[src/rtl/gpio_dedge_pkg.sv]
package gpio_dedge_pkg;
  localparam int BUS_W  = 32;
  localparam int ADDR_W = 8;
  localparam int NPAIR  = 8;

  // set addresses of set/clear pairs; clear = set + 4
  localparam logic [ADDR_W-1:0] A_DOUT_SET = 8'h00;
  localparam logic [ADDR_W-1:0] A_DIR_SET  = 8'h10;
  localparam logic [ADDR_W-1:0] A_IEN_SET  = 8'h20;
  localparam logic [ADDR_W-1:0] A_MSK_SET  = 8'h30;
  localparam logic [ADDR_W-1:0] A_TRIG_SET = 8'h40;
  localparam logic [ADDR_W-1:0] A_POL_SET  = 8'h50;
  localparam logic [ADDR_W-1:0] A_DEB_SET  = 8'h60;
  localparam logic [ADDR_W-1:0] A_BOTH_SET = 8'hB0;

  localparam logic [ADDR_W-1:0] A_DIR_RD   = 8'h18;
  localparam logic [ADDR_W-1:0] A_STAT_RD  = 8'h70;
  localparam logic [ADDR_W-1:0] A_ACK      = 8'h78;
  localparam logic [ADDR_W-1:0] A_PINS_RD  = 8'h80;
  localparam logic [ADDR_W-1:0] A_TOP_EN   = 8'hA0;
  localparam logic [ADDR_W-1:0] A_BOTH_RD  = 8'hB8;

  localparam int P_DOUT = 0;
  localparam int P_DIR  = 1;
  localparam int P_IEN  = 2;
  localparam int P_MSK  = 3;
  localparam int P_TRIG = 4;
  localparam int P_POL  = 5;
  localparam int P_DEB  = 6;
  localparam int P_BOTH = 7;

  localparam logic [ADDR_W-1:0] PAIR_SET [NPAIR] = '{
    A_DOUT_SET, A_DIR_SET, A_IEN_SET, A_MSK_SET,
    A_TRIG_SET, A_POL_SET, A_DEB_SET, A_BOTH_SET
  };
endpackage

[src/rtl/gpio_setclr_bank.sv]
module gpio_setclr_bank #(
  parameter int W = 32
) (
  input  logic         clk_i,
  input  logic         rst_ni,
  input  logic         set_i,
  input  logic         clr_i,
  input  logic [W-1:0] bits_i,
  output logic [W-1:0] q_o
);
  logic [W-1:0] q_q;

  always_ff @(posedge clk_i or negedge rst_ni) begin
    if (!rst_ni) q_q <= '0;
    else if (set_i) q_q <= q_q | bits_i;
    else if (clr_i) q_q <= q_q & ~bits_i;
  end

  assign q_o = q_q;

  AST_SET_HITS: assert property (@(posedge clk_i) disable iff (!rst_ni)
    set_i |=> ((q_o & $past(bits_i)) == $past(bits_i)));
  AST_ZERO_BITS_KEEP: assert property (@(posedge clk_i) disable iff (!rst_ni)
    (set_i || clr_i) |=> (((q_o ^ $past(q_o)) & ~$past(bits_i)) == '0));
endmodule

[src/rtl/gpio_pin_filter.sv]
module gpio_pin_filter #(
  parameter int NUM_LINES  = 32,
  parameter int DEB_CYCLES = 4
) (
  input  logic                 clk_i,
  input  logic                 rst_ni,
  input  logic [NUM_LINES-1:0] pin_i,
  input  logic [NUM_LINES-1:0] deb_en_i,
  output logic [NUM_LINES-1:0] filt_o
);
  localparam int CNT_W = (DEB_CYCLES < 2) ? 1 : $clog2(DEB_CYCLES);
  localparam logic [CNT_W-1:0] CNT_LAST = CNT_W'(DEB_CYCLES - 1);

  logic [NUM_LINES-1:0] sync_v;

  for (genvar i = 0; i < NUM_LINES; i++) begin : g_line
    logic s1_q, s2_q, f_q;
    logic [CNT_W-1:0] cnt_q;

    always_ff @(posedge clk_i or negedge rst_ni) begin
      if (!rst_ni) begin
        s1_q  <= 1'b0;
        s2_q  <= 1'b0;
        f_q   <= 1'b0;
        cnt_q <= '0;
      end else begin
        s1_q <= pin_i[i];
        s2_q <= s1_q;
        if (s2_q == f_q) begin
          cnt_q <= '0;
        end else if (!deb_en_i[i] || cnt_q == CNT_LAST) begin
          f_q   <= s2_q;
          cnt_q <= '0;
        end else begin
          cnt_q <= cnt_q + 1'b1;
        end
      end
    end

    assign sync_v[i] = s2_q;
    assign filt_o[i] = f_q;
  end

  AST_NODEB_FOLLOW: assert property (@(posedge clk_i) disable iff (!rst_ni)
    ((filt_o ^ $past(sync_v)) & ~$past(deb_en_i)) == '0);
  AST_CHANGE_FROM_SYNC: assert property (@(posedge clk_i) disable iff (!rst_ni)
    ((filt_o ^ $past(filt_o)) & (filt_o ^ $past(sync_v))) == '0);
endmodule

[src/rtl/gpio_irq_detect.sv]
module gpio_irq_detect #(
  parameter int NUM_LINES = 32
) (
  input  logic                 clk_i,
  input  logic                 rst_ni,
  input  logic [NUM_LINES-1:0] filt_i,
  input  logic [NUM_LINES-1:0] ien_i,
  input  logic [NUM_LINES-1:0] trig_i,
  input  logic [NUM_LINES-1:0] pol_i,
  input  logic [NUM_LINES-1:0] both_i,
  input  logic [NUM_LINES-1:0] ack_i,
  output logic [NUM_LINES-1:0] pend_o
);
  logic [NUM_LINES-1:0] hit_v, lat_v;

  for (genvar i = 0; i < NUM_LINES; i++) begin : g_line
    logic prev_q, lat_q, rise, fall, hit;

    assign rise = filt_i[i] & ~prev_q;
    assign fall = ~filt_i[i] & prev_q;
    // dual-edge wins over trigger/polarity
    assign hit  = both_i[i] ? (rise | fall)
                            : (trig_i[i] & (pol_i[i] ? rise : fall));

    always_ff @(posedge clk_i or negedge rst_ni) begin
      if (!rst_ni) begin
        prev_q <= 1'b0;
        lat_q  <= 1'b0;
      end else begin
        prev_q <= filt_i[i];
        if (ien_i[i] && hit) lat_q <= 1'b1;
        else if (ack_i[i])   lat_q <= 1'b0;
      end
    end

    assign hit_v[i]  = hit;
    assign lat_v[i]  = lat_q;
    assign pend_o[i] = (both_i[i] | trig_i[i]) ? lat_q
                     : (pol_i[i] ? filt_i[i] : ~filt_i[i]);
  end

  AST_ACK_CLEARS: assert property (@(posedge clk_i) disable iff (!rst_ni)
    1'b1 |=> ((lat_v & $past(ack_i & ~hit_v)) == '0));
  AST_LATCH_NEEDS_EN: assert property (@(posedge clk_i) disable iff (!rst_ni)
    1'b1 |=> ((lat_v & ~$past(lat_v) & ~$past(ien_i)) == '0));
endmodule

[src/rtl/gpio_dedge_regs.sv]
module gpio_dedge_regs
  import gpio_dedge_pkg::*;
#(
  parameter int NUM_LINES = 32
) (
  input  logic                 clk_i,
  input  logic                 rst_ni,
  input  logic                 wr_en_i,
  input  logic                 rd_en_i,
  input  logic [ADDR_W-1:0]    addr_i,
  input  logic [BUS_W-1:0]     wdata_i,
  input  logic [NUM_LINES-1:0] pins_i,
  input  logic [NUM_LINES-1:0] status_i,
  output logic [NUM_LINES-1:0] cfg_o [NPAIR],
  output logic [NUM_LINES-1:0] ack_o,
  output logic                 top_en_o,
  output logic [BUS_W-1:0]     rdata_o
);
  logic [NUM_LINES-1:0] bits;
  logic                 top_en_q;
  logic [BUS_W-1:0]     rdata_q, rd_mux;

  assign bits = wdata_i[NUM_LINES-1:0];

  for (genvar p = 0; p < NPAIR; p++) begin : g_pair
    localparam logic [ADDR_W-1:0] SET_A = PAIR_SET[p];
    localparam logic [ADDR_W-1:0] CLR_A = PAIR_SET[p] + ADDR_W'(4);
    gpio_setclr_bank #(.W(NUM_LINES)) u_bank (
      .clk_i  (clk_i),
      .rst_ni (rst_ni),
      .set_i  (wr_en_i && addr_i == SET_A),
      .clr_i  (wr_en_i && addr_i == CLR_A),
      .bits_i (bits),
      .q_o    (cfg_o[p])
    );
  end

  assign ack_o = (wr_en_i && addr_i == A_ACK) ? bits : '0;

  always_ff @(posedge clk_i or negedge rst_ni) begin
    if (!rst_ni) top_en_q <= 1'b0;
    else if (wr_en_i && addr_i == A_TOP_EN) top_en_q <= wdata_i[0];
  end
  assign top_en_o = top_en_q;

  always_comb begin
    unique case (addr_i)
      A_DIR_RD:  rd_mux = BUS_W'(cfg_o[P_DIR]);
      A_BOTH_RD: rd_mux = BUS_W'(cfg_o[P_BOTH]);
      A_STAT_RD: rd_mux = BUS_W'(status_i);
      A_PINS_RD: rd_mux = BUS_W'(pins_i);
      A_TOP_EN:  rd_mux = BUS_W'(top_en_q);
      default:   rd_mux = '0;
    endcase
  end

  always_ff @(posedge clk_i or negedge rst_ni) begin
    if (!rst_ni) rdata_q <= '0;
    else if (rd_en_i) rdata_q <= rd_mux;
  end
  assign rdata_o = rdata_q;
endmodule

[src/rtl/gpio_dedge_ctrl.sv]
module gpio_dedge_ctrl
  import gpio_dedge_pkg::*;
#(
  parameter int NUM_LINES  = 32,
  parameter int DEB_CYCLES = 4
) (
  input  logic                 clk_i,
  input  logic                 rst_ni,
  input  logic                 wr_en_i,
  input  logic                 rd_en_i,
  input  logic [7:0]           addr_i,
  input  logic [31:0]          wdata_i,
  output logic [31:0]          rdata_o,
  input  logic [NUM_LINES-1:0] gpio_i,
  output logic [NUM_LINES-1:0] gpio_o,
  output logic [NUM_LINES-1:0] gpio_oe_o,
  output logic                 irq_o
);
  logic [NUM_LINES-1:0] cfg [NPAIR];
  logic [NUM_LINES-1:0] ack, filt, pend, status;
  logic                 top_en, irq_q;

  gpio_dedge_regs #(.NUM_LINES(NUM_LINES)) u_regs (
    .clk_i    (clk_i),
    .rst_ni   (rst_ni),
    .wr_en_i  (wr_en_i),
    .rd_en_i  (rd_en_i),
    .addr_i   (addr_i),
    .wdata_i  (wdata_i),
    .pins_i   (filt),
    .status_i (status),
    .cfg_o    (cfg),
    .ack_o    (ack),
    .top_en_o (top_en),
    .rdata_o  (rdata_o)
  );

  gpio_pin_filter #(.NUM_LINES(NUM_LINES), .DEB_CYCLES(DEB_CYCLES)) u_filt (
    .clk_i    (clk_i),
    .rst_ni   (rst_ni),
    .pin_i    (gpio_i),
    .deb_en_i (cfg[P_DEB]),
    .filt_o   (filt)
  );

  gpio_irq_detect #(.NUM_LINES(NUM_LINES)) u_det (
    .clk_i  (clk_i),
    .rst_ni (rst_ni),
    .filt_i (filt),
    .ien_i  (cfg[P_IEN]),
    .trig_i (cfg[P_TRIG]),
    .pol_i  (cfg[P_POL]),
    .both_i (cfg[P_BOTH]),
    .ack_i  (ack),
    .pend_o (pend)
  );

  assign status = pend & cfg[P_IEN] & ~cfg[P_MSK];

  always_ff @(posedge clk_i or negedge rst_ni) begin
    if (!rst_ni) irq_q <= 1'b0;
    else         irq_q <= top_en & (|status);
  end

  assign irq_o     = irq_q;
  assign gpio_o    = cfg[P_DOUT];
  assign gpio_oe_o = cfg[P_DIR];

  AST_IRQ_GATED: assert property (@(posedge clk_i) disable iff (!rst_ni)
    !top_en |=> !irq_o);
  AST_IRQ_HAS_CAUSE: assert property (@(posedge clk_i) disable iff (!rst_ni)
    irq_o |-> $past(status != '0));
endmodule

[config.mk]
export PLATFORM = sky130hd
export DESIGN_NAME = gpio_dedge_ctrl
export DESIGN_NICKNAME = d
export VERILOG_FILES = /design/src/rtl/gpio_dedge_pkg.sv /design/src/rtl/gpio_setclr_bank.sv /design/src/rtl/gpio_pin_filter.sv /design/src/rtl/gpio_irq_detect.sv /design/src/rtl/gpio_dedge_regs.sv /design/src/rtl/gpio_dedge_ctrl.sv
export SDC_FILE = /design/constraint.sdc
export NUM_CORES = 1
export LEC_CHECK = 0
export BUFFER_PORTS_ARGS = -buffer_cell sky130_fd_sc_hd__buf_2
export CAP_MARGIN = 40
export CELL_PAD_IN_SITES_DETAIL_PLACEMENT = 1
export CELL_PAD_IN_SITES_GLOBAL_PLACEMENT = 1
export CORE_MARGIN = 10
export CORE_UTILIZATION = 35
export DETAILED_ROUTE_END_ITERATION = 8
export PLACE_DENSITY_LB_ADDON = 0.1
export SLEW_MARGIN = 20
export SYNTH_ARGS = -nofsm -noshare
export SYNTH_HDL_FRONTEND = slang
export SYNTH_SLANG_ARGS = --single-unit
[constraint.sdc]
create_clock -name clk_i -period 5.5 [get_ports clk_i]
set_clock_uncertainty 0.15 [all_clocks]
set_input_delay 1.375 -clock clk_i [delete_from_list [all_inputs] [get_ports clk_i]]
set_output_delay 1.375 -clock clk_i [all_outputs]
set_load 0.05 [all_outputs]
### Yosys cells after proc, flatten, opt, wreduce, memory -nomap -nowiden

Index checks and enable logic that the tools add are counted.

* register bits: 514
* output and inout bits: 97

* add/sub/neg operators: 32
* equal/unequal tests: 85
* mux-type cells: 274
* bitwise logic cells: 277
* reductions and logical operators: 188

Operator list (count)
* 32-bit two-way mux: 17
* 32-bit bitwise AND: 10
* 32-bit bitwise OR: 8
* 1-bit two-way mux: 192
* 32-bit case mux with 5 select lines: 1
* 2-bit two-way mux: 64
* 1-bit bitwise AND: 97
* 1-bit NOT: 96
* 2-bit nonzero test: 40
* 2-bit by 1-bit adder with 2-bit output, second input constant: 32
* 2-bit equality test, second input constant: 32
* 8-bit by 7-bit equality test with 1-bit output, second input constant: 8
* 32-bit NOT: 2
* 1-bit bitwise OR: 64
* 2-bit AND reduction: 32
* 1-bit logical AND: 50
* 8-bit equality test, second input constant: 5
* 1-bit equality test: 32
* 8-bit by 6-bit equality test with 1-bit output, second input constant: 4
* 1-bit logical NOT: 32
* 1-bit logical OR: 32
* 32-bit OR reduction: 1
* 8-bit by 5-bit equality test with 1-bit output, second input constant: 3
* 8-bit by 3-bit equality test with 1-bit output, second input constant: 1
* 8-bit logical NOT: 1

### Longest topological paths before layout

* depth after elaboration: 7
* depth in mapped cells: 8
* depth with buffers taken out: 6

### By module

A second synthesis with hierarchy kept.

* cell total of the unflattened synthesis: 2008
* area, all modules: 24051.8 µm²

By module, submodules not included
* gpio_setclr_bank: times used 8, cells each 102, area an instance 1249.9 µm², seq. area each 800.8 µm²
* gpio_pin_filter: times used 1, cells each 384, area an instance 6406.1 µm², seq. area each 4003.8 µm²
* gpio_irq_detect: times used 1, cells each 448, area an instance 4684.5 µm², seq. area each 1601.5 µm²
* gpio_dedge_regs: times used 1, cells each 273, area an instance 2556.2 µm², seq. area each 825.8 µm²
* gpio_dedge_ctrl: times used 1, cells each 87, area an instance 405.4 µm², seq. area each 25.0 µm²

### Worst setup path before layout

Ideal clock, no wire load.

* path kind: input to register
* start point: input port addr_i[5]
* end point: register u_regs.rdata_q[12], in the netlist u_regs.rdata_o[12]
* library setup time: 0.135 ns
* arrival: 2.993 ns
* required time: 5.215 ns
* slack: 2.222 ns
* stages: 8
* path through: clkbuf_1 > and4b_1 > and2_1 > buf_2 > or4_4 > o21ai_4 > buf_6 > o22ai_1

* cells in the longest elaborated chain, start to end: 2
* elaborated cells between the ends (all ways): 6

Ends and longest elaborated chain
* start: declaration: RTL line gpio_dedge_ctrl.sv:11 `input logic [7:0] addr_i,`
* 8-bit equality test, or another cell as far along: RTL line gpio_dedge_regs.sv:47 `unique case (addr_i)`
* 32-bit case mux with 5 select lines *: RTL line gpio_dedge_regs.sv:47
* end signal: assignment: RTL line gpio_dedge_regs.sv:59 `else if (rd_en_i) rdata_q <= rd_mux;`
* end: declaration: RTL line gpio_dedge_regs.sv:21 `logic [BUS_W-1:0] rdata_q, rd_mux;`

Mark *: on every way between the ends. The rest lies on a longest branch, timed or not.
A chain may end at the register's enable or synchronous reset.

### Worst setup path in the final report

* start point: input port addr_i[2]
* end point: register u_regs.rdata_q[19], in the netlist u_regs.rdata_o[19]

The elaborated chain is that of the path after synthesis.

==> results.md <==
- Detailed-route via count: 16200
- Crit path max-delay cell type: or4_4
- Slowest stage delay, CP: ~0.54 ns
- Total power: 8.93 mW
- Crit path kind: primary input to register
- Final hold slack: between 0.15 and 0.2 ns
- Max Cap Violations: 0
- Final setup vio count: 0
- Most frequent cells in the layout: dfrtp_1 (514), nand2_1 (389), inv_1 (225)
- DRT antenna net count: 0
- Number of global-route vias before repair: 17600
- Slew Viols, Final: 0
- PortBufs: ~170
- 1st-pass router iterations: 6
- Filler cell count: around 7300
- TritonCTS Buffers: 59
- Post-Syn Nets: between 2000 and 2500
- Synth top area share: 0.539
- Clock Latency Late Sink: about 0.63 ns
- Min Tclk post-route: ~3.6 ns
- Synth Register Bits: approximately 510
- Post-Syn Instances: roughly 2200
- RSZ-0062 raised after global routing: no
- Pre-CTS WS: roughly 1.3 ns
- Status: finished clean
- FF-to-FF End: irq_o
- Worst setup path end: u_regs.rdata_o[19]
- Top FF cell, synth: dfrtp_1
- Drt via density: roughly 5.1
- Area of the multi-input gates: ~9300 um^2
- CP max FO: 37
- Worst EP arrival: between 3 and 4 ns
- Startpoint types: primary input
- First-pass GRT wire length: around 110 mm
- I/O Pins: between 150 and 200
- Leak: approximately 14 nW
- Max clock buf depth: 3
- Pwr dens: approximately 330 nW/um^2
- Synth area leader: dfrtp_1
- Endpoints failing hold: 0
- Final nets: around 2500
- DRC viols: 0
- CTS tree: done
- DRT iter0 DRCs: roughly 900
- Crit. End Element: register
- WL/cell: approximately 22 um
- Ys async rst share: 1.00
- Total die area: 79100 um^2
- WP data required: between 5 and 6 ns
- Maximum vdd drop: 0.227 mV
- Sequential element share of the synthesized area: 0.539
- Chip width: roughly 280 um
- Setup TNS Final: 0 ns
- Layout area overhead: 14.7%
- Grt ovf: 0
- Core area: ~67000 um^2
- R2R depth: 5
- Setup crit start: addr_i[2]
- Cell variety after synth: 45
- Rel. slew slack: 0.464
- Initial antenna violation count: 6
- Register-to-register path setup slack: around 2.7 ns
- CTS clk-pin slew, worst paths: around 0.060 ns
- Yosys warnings: 0
- Total global-route track usage: 0.181
- Post-synth EDFFs: 0
- CP Cell Sequence: buf_6 > nor4_2 > clkbuf_4 > and2_1 > buf_4 > or4_4 > o21ai_4 > buf_4 > o22ai_1
- Die H: between 200 and 300 um
- FP Rows: 95
- Synth Cell Area: roughly 24000 um^2
- Setup WS post-layout: roughly 1.9 ns
- Largest net degree at the start of global routing: 100
- Type of the most critical hold path: register to register
- Crit share post-route: 0.652
- Post-CTS Hold Fix Bufs: 0
- CTS Sinks: 514
- Post-layout util: 0.406
- Post-DP HPWL: 46.4 mm
- FMAX: between 200 and 300 MHz
- Layout cells sized above 1: 0.195
- PostCTS Resize Cnt: 0
- Initial Utilization: 0.354
- Gpl congestion: about 0.77
- Cell with the most instances on the worst path: buf_4
- Top post-synthesis cells by area: dfrtp_1 (54%), mux2i_1 (6.8%), nand2_1 (6.1%), ha_1 (5.0%), mux2_2 (4.7%)
- WL final: around 71 mm
- Slew @ Worst Pin: about 0.8 ns
- Sequential cell area: 12900 um^2
- Postcts setup bufs: 0
- Depth of the CTS H-tree: 2
- Average cell area after synthesis: between 10 and 15 um^2
- Min-delay src: u_filt.g_line[8].s1_q
- CTS Root Cell: clkbuf_16
- Most common cell after layout, fill and taps aside: dfrtp_1
==> metrics by stage <==
step	instances	instance area, um^2
floorplan	2187	23900
global placement	3089	25300
detailed placement	3090	25300
CTS	3200	27300
global route	3202	27400
finish	3203	27400
==> power by group <==
| part | leakage (nW) | total, mW | switching, mW | internal (mW) |
|---|---|---|---|---|
| Sequential | 6.16 | 4.19 | 0.180 | 4.01 |
| Clock | 1.00 | 4.04 | 1.62 | 2.41 |
| Combinational | 6.64 | 0.707 | 0.421 | 0.286 |
| Total | 13.8 | 8.93 | 2.23 | 6.71 |
==> metal layers <==
layer	GRT usage	vias up	wire length, um
met5	0	-	18
met4	0.0386	4	1010
met3	0.0287	77	3200
met2	0.299	299	33500
met1	0.247	8412	33300
li1	-	7451	-
==> layout make-up <==
| class | instances | share of cell area |
|---|---|---|
| clock buffer | 90 | 0.0652 |
| sequential | 514 | 0.470 |
| tap | 873 | 0.0399 |
| inverter | 225 | 0.0309 |
| antenna | 1 | 0.0000914 |
| clock inverter | 20 | 0.00786 |
| timing repair buffer | 209 | 0.0468 |
| multi-input combinational | 1271 | 0.339 |
==> cells by family after synthesis <==
group / after synthesis / synth area share
fa+ha+maj: 96 / 0.0503
xor+xnor: 64 / 0.0235
compound gates: 278 / 0.0874
flops: 514 / 0.539
mux: 263 / 0.116
simple gates: 570 / 0.109
buf+inv: 402 / 0.0750
==> Yosys cell counts (5+ instances only) <==
cell and number:
dfrtp_1 514, nand2_1 390, inv_1 225, mux2i_1 163
mux2_2 100, ha_1 96, clkbuf_1 94, a22o_1 65
buf_4 64, o21ai_0 61, xnor2_1 56, o22ai_1 37
nor3b_1 34, nand2b_1 31, a222oi_1 30, nor3_1 28
o21bai_1 25, o2111ai_1 24, o21a_1 24, or2_2 24
nor2_1 20, buf_2 15, xor2_1 8, nand3b_1 7
a21boi_0 6, nand4_1 6, or4b_2 5
==> worst min path at each step <==
| stage | to | slack (ns) | cells past startpoint |
|---|---|---|---|
| 6_report | u_filt.g_line[8].s2_q | 0.20 | 0 |
| 5_1_grt | u_filt.g_line[15].s2_q | 0.20 | 0 |
| 4_1_cts | u_filt.g_line[8].s2_q | 0.20 | 0 |
| 3_5_place_dp | u_filt.g_line[23].s2_q | 0.19 | 0 |
| 3_3_place_gp | u_filt.g_line[17].s2_q | 0.18 | 0 |
| 2_1_floorplan | u_filt.g_line[0].s2_q | 0.18 | 0 |
==> worst max-delay path, delay by kind of cell <==
kind | cells | cell delay, ns
compound gates | 2 | 0.67
buf+inv | 4 | 1.07
simple gates | 3 | 0.75
(Power assumes the default switching activity.)
